$ cat src/rtl/lmr_pkg.sv
// Shared types for the link mode resolver.
// Mode index i in an ability mask: bit 1 of i = 100 Mbps, bit 0 of i = full duplex.
package lmr_pkg;
    localparam int NUM_MODES = 4;
    localparam int IDX_W     = $clog2(NUM_MODES);

    typedef enum logic [2:0] {
        S_IDLE,
        S_WAIT,
        S_FORCE,
        S_LISTEN,
        S_LINKED,
        S_NOMATCH
    } lmr_state_t;
endpackage

$ cat src/rtl/lmr_startup_timer.sv
// Start-up delay counter. Counts while run is high and raises done on the
// last cycle of a LIMIT-cycle window. It restarts from zero whenever run drops.
// Assumes LIMIT >= 1.
module lmr_startup_timer #(
    parameter int LIMIT = 1000
) (
    input  logic clk,
    input  logic rst_n,
    input  logic run,
    output logic done
);
    localparam int W = (LIMIT > 1) ? $clog2(LIMIT) : 1;

    logic [W-1:0] cnt;

    assign done = run && (cnt == W'(LIMIT - 1));

    // Advance the count while running; hold at the end; clear when idle.
    always_ff @(posedge clk) begin
        if (!rst_n || !run) begin
            cnt <= '0;
        end else if (!done) begin
            cnt <= cnt + 1'b1;
        end
    end
endmodule

$ cat src/rtl/lmr_ability_pick.sv
// Combinational pick of the highest mode present in both ability masks.
// Assumes the mask encoding from lmr_pkg; a higher index means a better mode.
module lmr_ability_pick
    import lmr_pkg::*;
(
    input  logic [NUM_MODES-1:0] local_mask,
    input  logic [NUM_MODES-1:0] partner_mask,
    output logic                 any_common,
    output logic [IDX_W-1:0]     best_idx
);
    logic [NUM_MODES-1:0] common;
    logic [NUM_MODES-1:0] top_bit;

    assign common     = local_mask & partner_mask;
    assign any_common = |common;

    // Keep a common bit only when no higher common bit exists.
    generate
        for (genvar g = 0; g < NUM_MODES; g++) begin : g_top
            if (g == NUM_MODES - 1) begin : g_last
                assign top_bit[g] = common[g];
            end else begin : g_rest
                assign top_bit[g] = common[g] && !(|common[NUM_MODES-1:g+1]);
            end
        end
    endgenerate

    // Encode the single surviving bit as a mode index.
    always_comb begin
        best_idx = '0;
        for (int i = 0; i < NUM_MODES; i++) begin
            if (top_bit[i]) best_idx = IDX_W'(i);
        end
    end

    always_comb begin
        assert_single_pick_R4: assert ($onehot0(top_bit));
    end
endmodule

$ cat src/rtl/lmr_fault_flag.sv
// Sticky remote-fault bit. Restart clears it first. A set event wins over
// the read-clear pulse, so no fault raised in the same cycle is lost.
module lmr_fault_flag (
    input  logic clk,
    input  logic rst_n,
    input  logic restart,
    input  logic set_evt,
    input  logic clr_pulse,
    output logic fault
);
    // Hold the fault until it is explicitly cleared.
    always_ff @(posedge clk) begin
        if (!rst_n || restart) begin
            fault <= 1'b0;
        end else if (set_evt) begin
            fault <= 1'b1;
        end else if (clr_pulse) begin
            fault <= 1'b0;
        end
    end

    assert_fault_sticky_R8: assert property (@(posedge clk) disable iff (!rst_n)
        (fault && !clr_pulse && !restart) |=> fault);
endmodule

$ cat src/rtl/link_mode_resolver.sv
// Ethernet 10/100 link mode resolver.
// After an accepted enable and the start-up delay, it either applies the
// forced mode or resolves the mode from the partner page or from link
// pulse / idle indications. Assumes all inputs are synchronous to clk and
// that the indications are already decoded upstream.
module link_mode_resolver
    import lmr_pkg::*;
#(
    parameter int STARTUP_CYCLES = 1000
) (
    input  logic                 clk,
    input  logic                 rst_n,
    input  logic                 phy_en,
    input  logic                 an_disable,
    input  logic                 dis_100,
    input  logic                 dis_10,
    input  logic                 force_speed_100,
    input  logic                 force_full,
    input  logic                 force_bypass,
    input  logic [NUM_MODES-1:0] local_abil,
    input  logic [NUM_MODES-1:0] partner_abil,
    input  logic                 partner_abil_valid,
    input  logic                 nlp_seen,
    input  logic                 idle100_seen,
    input  logic                 link_loss,
    input  logic                 restart,
    input  logic                 fault_clr,
    output logic                 speed_100,
    output logic                 full_duplex,
    output logic                 link_up,
    output logic                 remote_fault,
    output logic                 bypass_en
);
    localparam int IDX_100H = 2;
    localparam int IDX_10H  = 0;

    lmr_state_t       state;
    logic             cfg_ok;
    logic             tmr_done;
    logic             any_common;
    logic [IDX_W-1:0] best_idx;
    logic             fault_set;

    assign cfg_ok = phy_en && !dis_100 && !dis_10;

    lmr_startup_timer #(.LIMIT(STARTUP_CYCLES)) u_timer (
        .clk   (clk),
        .rst_n (rst_n),
        .run   (state == S_WAIT && cfg_ok && !restart),
        .done  (tmr_done)
    );

    lmr_ability_pick u_pick (
        .local_mask   (local_abil),
        .partner_mask (partner_abil),
        .any_common   (any_common),
        .best_idx     (best_idx)
    );

    // Raise a fault on an empty intersection or on a detected mode that is not allowed.
    always_comb begin
        fault_set = 1'b0;
        if (phy_en && !restart && state == S_LISTEN) begin
            if (partner_abil_valid)  fault_set = !any_common;
            else if (idle100_seen)   fault_set = !local_abil[IDX_100H];
            else if (nlp_seen)       fault_set = !local_abil[IDX_10H];
        end
    end

    lmr_fault_flag u_fault (
        .clk       (clk),
        .rst_n     (rst_n),
        .restart   (restart),
        .set_evt   (fault_set),
        .clr_pulse (fault_clr),
        .fault     (remote_fault)
    );

    // Control sequence and resolved-mode registers.
    always_ff @(posedge clk) begin
        if (!rst_n || restart || !phy_en) begin
            state       <= S_IDLE;
            speed_100   <= 1'b0;
            full_duplex <= 1'b0;
            link_up     <= 1'b0;
            bypass_en   <= 1'b0;
        end else begin
            case (state)
                S_IDLE: begin
                    if (cfg_ok) state <= S_WAIT;
                end
                S_WAIT: begin
                    if (!cfg_ok)       state <= S_IDLE;
                    else if (tmr_done) state <= an_disable ? S_FORCE : S_LISTEN;
                end
                S_FORCE: begin
                    speed_100   <= force_speed_100;
                    full_duplex <= force_full;
                    bypass_en   <= force_speed_100 && force_bypass;
                    link_up     <= 1'b1;
                    state       <= S_LINKED;
                end
                S_LISTEN: begin
                    if (partner_abil_valid) begin
                        if (any_common) begin
                            speed_100   <= best_idx[1];
                            full_duplex <= best_idx[0];
                            link_up     <= 1'b1;
                            state       <= S_LINKED;
                        end else begin
                            state <= S_NOMATCH;
                        end
                    end else if (idle100_seen) begin
                        speed_100   <= 1'b1;
                        full_duplex <= 1'b0;
                        link_up     <= 1'b1;
                        state       <= S_LINKED;
                    end else if (nlp_seen) begin
                        speed_100   <= 1'b0;
                        full_duplex <= 1'b0;
                        link_up     <= 1'b1;
                        state       <= S_LINKED;
                    end
                end
                S_LINKED, S_NOMATCH: begin
                    if (link_loss) begin
                        speed_100   <= 1'b0;
                        full_duplex <= 1'b0;
                        link_up     <= 1'b0;
                        bypass_en   <= 1'b0;
                        state       <= an_disable ? S_FORCE : S_LISTEN;
                    end
                end
                default: state <= S_IDLE;
            endcase
        end
    end

    assert_bypass_only_100_R3: assert property (@(posedge clk) disable iff (!rst_n)
        bypass_en |-> speed_100);

    assert_detect_half_R6: assert property (@(posedge clk) disable iff (!rst_n)
        (state == S_LISTEN && phy_en && !restart && !partner_abil_valid
         && (idle100_seen || nlp_seen)) |=> (link_up && !full_duplex));

    assert_no_common_R5: assert property (@(posedge clk) disable iff (!rst_n)
        (state == S_LISTEN && phy_en && !restart && partner_abil_valid
         && ((local_abil & partner_abil) == '0)) |=> (remote_fault && !link_up));

    assert_loss_drops_R9: assert property (@(posedge clk) disable iff (!rst_n)
        (link_up && link_loss) |=> (!link_up && !speed_100 && !full_duplex));

    assert_restart_clears_R10: assert property (@(posedge clk) disable iff (!rst_n)
        restart |=> (!link_up && !remote_fault && !speed_100 && !full_duplex && !bypass_en));

    assert_no_early_link_R1: assert property (@(posedge clk) disable iff (!rst_n)
        $rose(link_up) |-> ($past(state) != S_WAIT && $past(state) != S_IDLE));
endmodule

$ cat config.mk
export PLATFORM = sky130hd
export DESIGN_NAME = link_mode_resolver
export DESIGN_NICKNAME = d
export VERILOG_FILES = /design/src/rtl/lmr_pkg.sv /design/src/rtl/lmr_startup_timer.sv /design/src/rtl/lmr_ability_pick.sv /design/src/rtl/lmr_fault_flag.sv /design/src/rtl/link_mode_resolver.sv
export SDC_FILE = /design/constraint.sdc
export NUM_CORES = 1
export LEC_CHECK = 0
export BUFFER_PORTS_ARGS = -buffer_cell sky130_fd_sc_hd__buf_2
export CAP_MARGIN = 20
export CORE_MARGIN = 2
export CORE_UTILIZATION = 54
export DETAILED_ROUTE_END_ITERATION = 6
export GPL_ROUTABILITY_DRIVEN = 0
export PLACE_DENSITY_LB_ADDON = 0.12
export SETUP_SLACK_MARGIN = 0.02
export SLEW_MARGIN = 20
export SYNTH_ARGS = -nofsm -noshare
export SYNTH_HDL_FRONTEND = slang
export SYNTH_SLANG_ARGS = --single-unit
$ cat constraint.sdc
create_clock -name clk -period 2.7 [get_ports clk]
set_input_delay 0.135 -clock clk [delete_from_list [all_inputs] [get_ports clk]]
set_output_delay 0.135 -clock clk [all_outputs]
set_load 0.02 [all_outputs]
# ---- Yosys cells after proc, flatten, opt, wreduce, memory -nomap -nowiden
# Index checks and enable logic that the tools add are counted.
dict set report totals {
  regBits 18
  input_bits 23
  output_inout_bits 5
  wordCells 89
}
dict set report op_classes {
  addsub 1
  n_eq_ne 11
  n_mux 35
  n_bitwise 1
  reduce_logical 34
}
# cell count
set op_table {}
lappend op_table {{1-bit two-way mux} 21}
lappend op_table {{3-bit two-way mux} 7}
lappend op_table {{3-bit case mux with 5 select lines} 1}
lappend op_table {{1-bit zero test} 11}
lappend op_table {{10-bit by 1-bit adder with 10-bit output, second input constant} 1}
lappend op_table {{10-bit equality test, second input constant} 1}
lappend op_table {{1-bit logical AND} 10}
lappend op_table {{1-bit case mux with 3 select lines} 3}
lappend op_table {{4-bit AND reduction} 2}
lappend op_table {{3-bit by 2-bit equality test with 1-bit output, second input constant} 2}
lappend op_table {{3-bit equality test, second input constant} 2}
lappend op_table {{3-bit inequality test, second input constant} 2}
lappend op_table {{4-bit bitwise AND} 1}
lappend op_table {{2-bit two-way mux} 2}
lappend op_table {{2-bit inequality test, second input constant} 2}
lappend op_table {{4-bit inequality test, second input constant} 1}
lappend op_table {{2-bit nonzero test} 2}
lappend op_table {{2-bit OR reduction} 2}
lappend op_table {{4-bit OR reduction} 1}
lappend op_table {{3-bit by 1-bit equality test with 1-bit output, second input constant} 1}
lappend op_table {{3-bit zero test} 1}
lappend op_table {{1-bit logical OR} 3}
lappend op_table {{3-bit nonzero test} 1}
lappend op_table {{1-bit case mux with 2 select lines} 1}
lappend op_table {{2-bit AND reduction} 1}

# ---- Logic depth before layout (Yosys ltp)
# Gate-level depths: netlist of run 1.
dict set report logic_depth {
  depth_word 10
  depth_mapped 6
  depth_no_buf 6
}

# ---- Hierarchy
# Synthesis of run 1 repeated with hierarchy kept, for this count alone.
dict set report hier_totals {
  hier_cells 135
  area_unflattened_um2 1096.1
}
# module instances cells_per_inst area_per_inst_um2 seq_area_each_um2
set by_module_without_submodules {}
lappend by_module_without_submodules {link_mode_resolver 1 70 525.5 140.1}
lappend by_module_without_submodules {lmr_startup_timer 1 57 496.7 200.2}
lappend by_module_without_submodules {lmr_fault_flag 1 4 40.0 20.0}
lappend by_module_without_submodules {lmr_ability_pick 1 4 33.8 0.0}

# ---- Worst setup path before layout of run 1
# OpenSTA, ideal clock, no wires.
dict set report synth_path {
  kind {register to register}
  startpoint {reg u_timer.cnt[0]}
  endpoint {reg u_timer.cnt[3]}
  setup_ns 0.072
  arrival_time_ns 1.344
  required_ns 2.628
  path_slack_ns 1.284
  path_stages_with_launch 7
  path_buffers 0
  synth_period_minus_slack_ns 1.416
  path_cell_list {dfxtp_1 -> ha_1 -> and4_1 -> nand4_1 -> nor2_2 -> or3_1 -> a21oi_1}
}
dict set report synth_between {
  elab_chain_cells 2
  elab_cells_between_ends 3
  cone_classes {add/sub: 1; eq/ne: 1; reduce/logical: 1}
}
# item line
set synth_lines {}
lappend synth_lines {{from (decl)} lmr_startup_timer.sv:14} ;# logic [W-1:0] cnt;
lappend synth_lines {{from (signal assigned)} lmr_startup_timer.sv:23} ;# cnt <= cnt + 1'b1;
lappend synth_lines {{branches (longest 2 deep; another with 10-bit by 1-bit adder with 10-bit output)} n/a}
# Parallel ways; which one is timed is not known.
# A chain may end at the register's enable or synchronous reset.

# ---- Worst setup path in the final report of run 1
dict set report layout_path {
  startpoint {reg state[1]}
  endpoint {reg full_duplex}
}
dict set report layout_between {
  elab_chain_cells 4
  elab_cells_between_ends 11
  cone_classes {eq/ne: 7; mux: 1; reduce/logical: 3}
}
# item line
set layout_lines {}
lappend layout_lines {{from (decl)} link_mode_resolver.sv:37} ;# lmr_state_t state;
lappend layout_lines {{from (signal assigned)} link_mode_resolver.sv:94} ;# else if (tmr_done) state <= an_disable ? S_FORCE : S_LISTEN;
lappend layout_lines {{from (signal assigned)} link_mode_resolver.sv:131} ;# state <= an_disable ? S_FORCE : S_LISTEN;
lappend layout_lines {{3-bit equality test} link_mode_resolver.sv:88} ;# case (state)
lappend layout_lines {{2-bit OR reduction} link_mode_resolver.sv:88}
lappend layout_lines {{2-bit inequality test (no line) / 3-bit nonzero test (equally long branches)} n/a}
lappend layout_lines {{4-bit AND reduction (no line)} n/a}
lappend layout_lines {{to (signal assigned)} link_mode_resolver.sv:98} ;# full_duplex <= force_full;
lappend layout_lines {{to (signal assigned)} link_mode_resolver.sv:107} ;# full_duplex <= best_idx[0];
lappend layout_lines {{to (decl)} link_mode_resolver.sv:29} ;# output logic full_duplex,
# Several ways; a longest one is shown, not always the timed one.

==> results of run 1 <==
-- where the power goes --
group	total (mW)	internal [mW]	switching (mW)
combinational	0.0396	0.0195	0.0200
sequential	0.268	0.266	0.00166
clock	0.167	0.0824	0.0851
total	0.475	0.368	0.107
-- kinds of logic after synthesis --
| logic type | Yosys count | share of synthesized area (%) |
|---|---|---|
| and+or+nand+nor | 66 | 39.14 |
| AOI/OAI and AO/OA | 21 | 13.95 |
| DFF | 18 | 35.56 |
| xor gates and xnor gates | 8 | 6.914 |
| buffers and inverters | 3 | 2.222 |
| muxes | 1 | 0.9877 |
| adders and majority gates | 1 | 1.234 |
-- cell usage in the layout (no fill, tap or decap), types with 3 or more instances in the layout --
cell type and instances:
a21oi_1 7, buf_2 27, clkbuf_4 3, dfxtp_1 18
nand2_1 10, nand3_1 6, nand4_1 5, nor2_1 18
nor2b_1 3, nor3_1 4, nor3_2 3, xor2_1 6
-- tightest hold or removal path, delay by kind of cell --
| kind | cells | cell delay (ns) |
|---|---|---|
| compound gates | 1 | 0.06 |
| buf+inv | 1 | 0.10 |
| simple gates | 1 | 0.07 |
-- final cells by class --
| type | count | area [um2] | area share [%] |
|---|---|---|---|
| Clock buffer | 4 | 36.28 | 3.030 |
| Inverter | 1 | 3.754 | 0.3135 |
| Multi-Input combinational cell | 97 | 630.6 | 52.66 |
| Sequential cell | 18 | 360.3 | 30.09 |
| Tap cell | 25 | 31.28 | 2.612 |
| Timing Repair Buffer | 27 | 135.1 | 11.29 |
-- worst max path at each step --
stage,from,endpoint,slack (ns)
finish,state[1],full_duplex,1.08
global route,u_timer.cnt[0],u_timer.cnt[2],1.02
CTS,state[1],full_duplex,1.08
detailed placement,state[1],speed_100,1.11
global placement,state[1],speed_100,1.15
floorplan,u_timer.cnt[0],u_timer.cnt[3],1.28
-- sequential cells by signal, summed over array words and instances (netlist names) --
signal	count
u_timer.cnt	10
state	3
bypass_en	1
full_duplex	1
link_up	1
speed_100	1
u_fault.fault	1
-- routing by layer --
layer | vias up | track usage [%] | share of wire [%]
met1 | 405 | 29.34 | 51
met2 | 25 | 34.86 | 43
li1 | 487 | - | -
met4 | 0 | 10.56 | 1.6
met3 | 5 | 7.308 | 4.9
met5 | - | 0 | 0
-- through the flow --
step	power [mW]	utilization, %	instances
floorplan	0.2909	-	118
detailed placement	0.3133	66.52	168
finish	0.4747	68.60	172
global placement	0.3122	66.52	168
global route	0.4948	68.60	172
CTS	0.4788	68.60	172
==> metrics.txt, run 1 <==
outcome=complete, no violations; Worst Reg-to-Reg Cells=5; vias=922; worst path arrival time=1.81 ns; proportion of layout cells with a drive suffix above 1=29.25%; final setup vio count=0; hold path cells=3; share of the yosys chip area belonging to registers=35.56%; vias per inst=5.360; RSZ-0062 raised after global routing=no; Detailed Place HPWL=1.601 mm; Die ar.=2239 um2; wire per inst=12.21 um; ant diodes=0; EDFF count, synth=0; Post-CTS Setup Repair Bufs=0; Clock Latency Late Sink=0.30 ns; top post-synthesis cells by area=dfxtp_1 (36%), nor2_1 (6.7%), xor2_1 (5.2%); GRT Total Usage=22.88%; final setup margin=1.078 ns; Final Max Slew Viols=0; Crit Reg-Reg Startpoint=state[1]; synthesized area=1013 um2; setup slack, reg-to-reg=1.08 ns; Yosys top cell by area=dfxtp_1; CP Cell Sequence=nand3b_4 > or4_4 > o211ai_2 > and2b_1 > nor3_2; Yosys warnings=0; setup total negative slack=0 ns; Peak Freq=616.4 MHz; post-CTS sizing=0; initial core utilization=58.06%; Clock Root Buffer=clkbuf_4; boundary pin count=28; Clk pin slew, worst setup/hold paths=0.10 ns; ys async rst share=0%; dpl ws=1.110 ns; Yosys top cell area share=35.56%; Slew HR=73.82%; CP peak stage delay=0.56 ns; Hold Slack=0.1007 ns; Top FF cell, synth=dfxtp_1; Post-Syn Instances=118; Max Cap Violations=0; remaining antenna violation count after routing=0; initial antenna violation count=0; Final min period=1.622 ns; CTS Buf Count=3; Worst Max-Slew Pin Slew=0.3894 ns; Peak VDD IR=0.0002973 V; core region area=1745 um2; Critical Path Stages=5; Std-Cell Rows=15; Crit Path Max Fanout=10; Die Height=47.32 um; Port Buffers=27; CP top delay family=simple AND/OR/NAND/NOR gates; DRC Markers=0; hold_sp=force_bypass; Clock Path Buffers=2; slowest stage cell, crit path=dfxtp_1; startpoint types=flip-flop; GRT overflow=0; endpoint of the worst hold path=bypass_en; Leakage=0.4870 nW; period utilisation layout=60.09%; Fin. Hold Viols=0; worst flop-to-flop path endpoint=full_duplex; fill count=160; NumNets Final=172; CTS tree=yes; # H-tree levels=1; fin area=1197 um2; clk sinks=18; Hold Path Class=primary input to flip-flop; synth cell count leaders=dfxtp_1 (18), nor2_1 (18), nand2_1 (10); routed wire length=2.100 mm; global-route wire length before repair=3.512 mm; Fin Clk Skew=0.007578 ns; hold_buf cts=0; unique cell type count in the Yosys netlist=41; Avg Inst Size Synth=8.589 um2; CP Capture Type=flip-flop; kind of critical path=flip-flop to flip-flop; Die Span X=47.32 um; pin count of the biggest net entering global routing=11; area of placed instances=1161 um2; vias in the first global route=853; post-synth net total=142; #FFs+latches synth=18; Iter 0 DRT Violations=16; Detailed Routing Iterations Pass 1=4; Worst Path Required=2.89 ns; pwr dens=396.5 nW/um2; Layout area overhead=18.15%; CP bufs+invs=0
(Power assumes the default switching activity.)
==> run 2: changes to the inputs <==
--- a/config.mk
+++ b/config.mk
@@ -8,7 +8,7 @@
 export BUFFER_PORTS_ARGS = -buffer_cell sky130_fd_sc_hd__buf_2
 export CAP_MARGIN = 20
 export CORE_MARGIN = 2
-export CORE_UTILIZATION = 54
+export CORE_UTILIZATION = 45
 export DETAILED_ROUTE_END_ITERATION = 6
 export GPL_ROUTABILITY_DRIVEN = 0
 export PLACE_DENSITY_LB_ADDON = 0.12
==> constraint.sdc (replaced) <==
create_clock -name clk -period 1.45 [get_ports clk]
set_input_delay 0.0725 -clock clk [delete_from_list [all_inputs] [get_ports clk]]
set_output_delay 0.0725 -clock clk [all_outputs]
set_load 0.02 [all_outputs]
==> metrics.txt, run 2 (synthesis results as in run 1) <==
commonest non-fill, non-tap cell in the layout=buf_2; Finished Layout Cells=188 (+9.3%); Die Height=51.46 um (+8.7%); startpoint types=flip-flop; Reg power frac=59.9% (+3.5 points); worst path arrival time=1.64 ns (-0.17 ns); GRT overflow=0 (unchanged); kind of critical path=flip-flop to flip-flop; max reg flops=10 (unchanged); Clock Path Buffers=2 (unchanged); clk sinks=18 (unchanged); Crit Reg-Reg Startpoint=u_timer.cnt[1]; global-route wire length before repair=3.919 mm (+12%); Worst Reg-to-Reg Cells=6 (+1); most frequent cells in the layout=buf_2 (27), nor2_1 (17), buf_4 (14); ant diodes=0 (unchanged); Final Max Slew Viols=0 (unchanged); CTS Buf Count=3 (unchanged); Peak Freq=686.1 MHz (+11%); pwr dens=610.1 nW/um2 (+54%); NumNets Final=186 (+8.1%); final setup vio count=1 (+1); Max Cap Violations=0 (unchanged); remaining antenna violation count after routing=0 (unchanged); core region area=2170 um2 (+24%); Iter 0 DRT Violations=22 (+6); vias per inst=5.431 (+1.3%); Die Span X=51.46 um (+8.7%); Peak VDD IR=0.0004599 V (+55%); initial core utilization=46.71% (-11 points); sw frac=23.68% (+1.2 points); Fin. Hold Viols=0 (unchanged); Layout area overhead=33.83%; Slew HR=73.34% (-0.48 points); CTS tree=yes; P_int=631.4 uW (+72%); Leakage=0.5583 nW (+15%); # H-tree levels=1 (unchanged); routed wire length=2.456 mm (+17%); Hold Path Class=primary input to flip-flop; vias in the first global route=972 (+14%); Worst Path Required=1.63 ns (-1.26 ns); Std-Cell Rows=17 (+2); initial antenna violation count=0 (unchanged); GRT Total Usage=20.07% (-2.8 points); hold_sp=force_bypass; setup slack, reg-to-reg=-0.007 ns (-1.09 ns); pin count of the biggest net entering global routing=11 (unchanged); crit path from=u_timer.cnt[1]; CP Capture Type=flip-flop; endpoint of the worst hold path=bypass_en; Port Buffers=27 (unchanged); worst flop-to-flop path endpoint=u_timer.cnt[1]; Detailed Routing Iterations Pass 1=4 (unchanged); Clk pin slew, worst setup/hold paths=0.10 ns (about the same); proportion of layout cells with a drive suffix above 1=43.75% (+14 points); largest registers=u_timer.cnt x10, state x3; Clock Root Buffer=clkbuf_4; boundary pin count=28 (unchanged); failing checks=setup timing; Combinational Power Share=10.5% (+2.2 points); outcome=finished with violations; hold path cells=3 (unchanged); hold_buf cts=0 (unchanged); vias=1021 (+11%); Detailed Place HPWL=1.827 mm (+14%); Clock Latency Late Sink=0.29 ns (about the same); final setup margin=-0.007422 ns (-1.085 ns); wire per inst=13.06 um (+7.0%); most flop-heavy register=u_timer.cnt; Worst Max-Slew Pin Slew=0.3966 ns (+0.007121 ns); Die ar.=2648 um2 (+18%); RSZ-0062 raised after global routing=yes; Fin Clk Skew=0.005272 ns (-0.002306 ns); Final min period=1.457 ns (-0.1649 ns); DP Cell Count=181 (+7.7%); dpl ws=-0.01493 ns (-1.124 ns); DRC Markers=0 (unchanged); Crit Path Max Fanout=3 (-7); Switching Power=196.0 uW (+84%); clock power share=29.6% (-5.7 points); period utilisation layout=100.5% (+40 points)
[run 2: changes by cell type in the layout (fill, tap and decap cells not counted), moves of 2 or more]
cell | before | now
a311oi_1 | 2 | 0
a311oi_2 | 0 | 2
buf_4 | 0 | 14
dfxtp_1 | 18 | 13
dfxtp_2 | 0 | 4
nor3_1 | 4 | 2
nor3_2 | 3 | 5
[run 2: worst max path at each step]
stage / endpoint / slack [ns] / cells past startpoint
after detailed placement: u_timer.cnt[1] / -0.01 / 6
after CTS: u_timer.cnt[1] / 0.0007 / 6
final: u_timer.cnt[1] / -0.007 / 6
after global routing: u_timer.cnt[1] / -0.12 / 5
after floorplan: u_timer.cnt[3] / 0.03 / 6
after global placement: u_timer.cnt[1] / -0.003 / 6
[run 2: timing repair]
action                                  in CTS  in global routing
buffers inserted                             2                  2
pin swaps                                    2                  9
cloned                                       0                  0
resized for setup                            3                 14
endpoints found under the setup margin       6                  8
[run 2: through the flow]
step | area, um2 | power (mW) | TNS [ns] | utilization [%] | hold WS (ns)
finish | 1356 | 0.8274 | -0.007422 | 62.51 | 0.04959
global route | 1356 | 0.8712 | -0.3264 | 62.51 | 0.06313
CTS | 1281 | 0.8292 | 0 | 59.05 | 0.04620
detailed placement | 1240 | 0.5880 | -0.01493 | 57.15 | 0.3634
global placement | 1240 | 0.5856 | -0.003418 | 57.15 | 0.3524
floorplan | 1013 | 0.5418 | 0 | - | 0.2268
[run 2: cell type report]
class / count / area [um2]
fillers: 207 / 813.3
multi-input cells: 97 / 685.7
flip-flops and latches: 18 / 369.1
repair buffers: 41 / 240.2
well taps: 28 / 35.03
clock buffers: 3 / 22.52
inverters: 1 / 3.754
[run 2: power by group through the flow]
stage | logic [mW] | registers [mW] | clock network (mW)
finish | 0.0867 | 0.495 | 0.245
global route | 0.0952 | 0.496 | 0.280
CTS | 0.0803 | 0.497 | 0.252
detailed placement | 0.0797 | 0.508 | 0
global placement | 0.0774 | 0.508 | 0
floorplan | 0.0340 | 0.508 | 0
[run 2: per-layer routing]
metal  GRT usage (%)  wire [um]  share of wire [%]  up-vias
li1                -          -                  -      512
met1           22.02       1029                 42      470
met2           34.83       1234                 50       32
met3           3.801        134                5.5        7
met4           13.16         58                2.4        0
met5               0          0                  0        -
[run 2: worst max-delay path: stages (launching register included)]
cell,delay [ns]
dfxtp_2,0.37
ha_4,0.13
and4_1,0.19
nand4_1,0.20
nor2_2,0.21
mux2i_1,0.20
nor2_1,0.05
==> run 3: changes to the inputs <==
--- a/config.mk
+++ b/config.mk
@@ -7,13 +7,15 @@
 export LEC_CHECK = 0
 export BUFFER_PORTS_ARGS = -buffer_cell sky130_fd_sc_hd__buf_2
 export CAP_MARGIN = 20
-export CORE_MARGIN = 2
-export CORE_UTILIZATION = 45
+export CORE_MARGIN = 10
+export CORE_UTILIZATION = 46
 export DETAILED_ROUTE_END_ITERATION = 6
 export GPL_ROUTABILITY_DRIVEN = 0
 export PLACE_DENSITY_LB_ADDON = 0.12
 export SETUP_SLACK_MARGIN = 0.02
+export SKIP_CTS_REPAIR_TIMING = 1
 export SLEW_MARGIN = 20
 export SYNTH_ARGS = -nofsm -noshare
 export SYNTH_HDL_FRONTEND = slang
+export SYNTH_HIERARCHICAL = 1
 export SYNTH_SLANG_ARGS = --single-unit
==> metrics.txt, run 3 <==
final setup margin=-0.1566 ns (-0.1491 ns); Clock Latency Late Sink=0.30 ns (about the same); Final min period=1.607 ns (+0.1491 ns); remaining antenna violation count after routing=0 (unchanged); period utilisation layout=110.8% (+10 points); Final Max Slew Viols=0 (unchanged); vias per inst=5.700 (+5.0%); Avg Inst Size Synth=8.119 um2 (-5.5%); top post-synthesis cells by area=dfxtp_1 (33%), a21oi_1 (6.8%), nor2_1 (4.5%); fin area=1567 um2 (+15%); RSZ-0062 raised after global routing=yes; Worst Max-Slew Pin Slew=0.3793 ns (-0.01730 ns); Detailed Routing Iterations Pass 1=4 (unchanged); Post-Syn Instances=135 (+14%); Fin Clk Skew=0.003848 ns (-0.001424 ns); commonest non-fill, non-tap cell in the layout=buf_2; pin count of the biggest net entering global routing=17 (+6); pwr dens=576.3 nW/um2 (-5.5%); Die Height=68.82 um (+34%); startpoint types=flip-flop; Clk pin slew, worst setup/hold paths=0.11 ns (about the same); Yosys top cell area share=32.88% (-2.7 points); dpl ws=-0.2013 ns (-0.1863 ns); CTS Buf Count=3 (unchanged); GRT Total Usage=13.27% (-6.8 points); synthesized area=1096 um2 (+8.1%); Clock Path Buffers=2 (unchanged); Crit Path Max Fanout=2 (-1); Max Cap Violations=0 (unchanged); initial antenna violation count=0 (unchanged); setup slack, reg-to-reg=-0.16 ns (-0.15 ns); Hold Path Class=primary input to flip-flop; Die Span X=68.82 um (+34%); routed wire length=3.123 mm (+27%); proportion of layout cells with a drive suffix above 1=40.21% (-3.5 points); post-synth net total=159 (+12%); Yosys top cell by area=dfxtp_1; Std-Cell Rows=17 (unchanged); vias in the first global route=1162 (+20%); Iter 0 DRT Violations=97 (+340%); Peak Freq=622.4 MHz (-9.3%); failing checks=setup timing; wire per inst=14.39 um (+10%); synth cell count leaders=dfxtp_1 (18), a21oi_1 (15), nor2_1 (13); core region area=2233 um2 (+2.9%); most frequent cells in the layout=buf_2 (27), buf_4 (25), dfxtp_1 (15); Peak VDD IR=0.0004386 V (-4.6%); largest registers=u_timer/cnt x10, state x3; Fin. Hold Viols=0 (unchanged); DRC Markers=0 (unchanged); final core utilization=70.14% (+7.6 points); Port Buffers=27 (unchanged); Leakage=0.6189 nW (+11%); Detailed Place HPWL=2.455 mm (+34%); Yosys warnings=6 (+6); max reg flops=10 (unchanged); unique cell type count in the Yosys netlist=50 (+22%); outcome=finished with violations; fill count=180 (-13%); CTS tree=yes; most common cell in the netlist=dfxtp_1; worst path arrival time=1.84 ns (+0.20 ns); share of the yosys chip area belonging to registers=32.88% (-2.7 points); ant diodes=0 (unchanged); Layout area overhead=42.92%; Slew HR=74.64% (+1.3 points); setup total negative slack=-0.7525 ns (-0.7450 ns); ys async rst share=0% (unchanged); Worst Path Required=1.68 ns (+0.05 ns); # H-tree levels=1 (unchanged); vias=1237 (+21%); GRT overflow=0 (unchanged); NumNets Final=214 (+15%); Top FF cell, synth=dfxtp_1; CP Capture Type=flip-flop; Die ar.=4736 um2 (+79%); #FFs+latches synth=18 (unchanged); kind of critical path=flip-flop to flip-flop; area of placed instances=1446 um2 (+17%); clk sinks=18 (unchanged); most flop-heavy register=u_timer/cnt; Clock Root Buffer=clkbuf_4; final setup vio count=6 (+5); boundary pin count=28 (unchanged); initial core utilization=49.08% (+2.4 points); global-route wire length before repair=4.995 mm (+27%); EDFF count, synth=0 (unchanged)
-- run 3: per-stage QoR --
step / hold WS (ns) / power [mW] / cells
floorplan: 0.2205 / 0.5347 / 135
CTS: 0.03679 / 0.9098 / 213
finish: 0.04352 / 0.9028 / 217
detailed placement: 0.3565 / 0.5891 / 209
global placement: 0.3595 / 0.5855 / 209
global route: 0.05155 / 0.9409 / 217
-- run 3: where the power goes --
group | switching, mW | internal, mW
Sequential | 0.000187 | 0.495
Clock | 0.169 | 0.153
Combinational | 0.0411 | 0.0449
-- run 3: worst max-delay path, cell delays in order (launching register included) --
cell and delay (ns):
dfxtp_2 0.34, nor2b_4 0.15, nand2_2 0.07, nor3_4 0.13, nand4b_1 0.14, nor4_2 0.19
buf_4 0.17, nand3_1 0.07, a21o_1 0.17, a21oi_2 0.10
-- run 3: cells by family after synthesis --
logic type	share of synthesized area (%)
AO/OA/AOI/OAI	25.46
XOR/XNOR	0.7992
adder cells (fa/ha/maj)	1.141
buffers and inverters	3.082
flip-flops	32.88
multiplexers	1.827
AND/OR/NAND/NOR	34.82
-- run 3: layout make-up --
class / count / area (um2) / area share (%)
flip-flops and latches: 18 / 364.1 / 23.24
repair buffers: 53 / 334.1 / 21.33
multi-input cells: 109 / 778.2 / 49.68
inverters: 5 / 18.77 / 1.198
well taps: 28 / 35.03 / 2.236
clock buffers: 4 / 36.28 / 2.316
-- run 3: final timing paths --
kind         cells past startpoint      start            end
min                              2      rst_n  u_fault/fault
max                              9   state[0]       state[1]
max reg2reg                      9   state[0]       state[1]
min reg2reg                      2  speed_100      speed_100
-- run 3: metal layers --
metal | vias up | GRT usage (%) | part of all wire [%]
met4 | 0 | 5.665 | 1.6
met1 | 579 | 14.02 | 39
met2 | 25 | 24.65 | 56
met5 | - | 0 | 0
met3 | 6 | 2.899 | 4.3
li1 | 627 | - | -
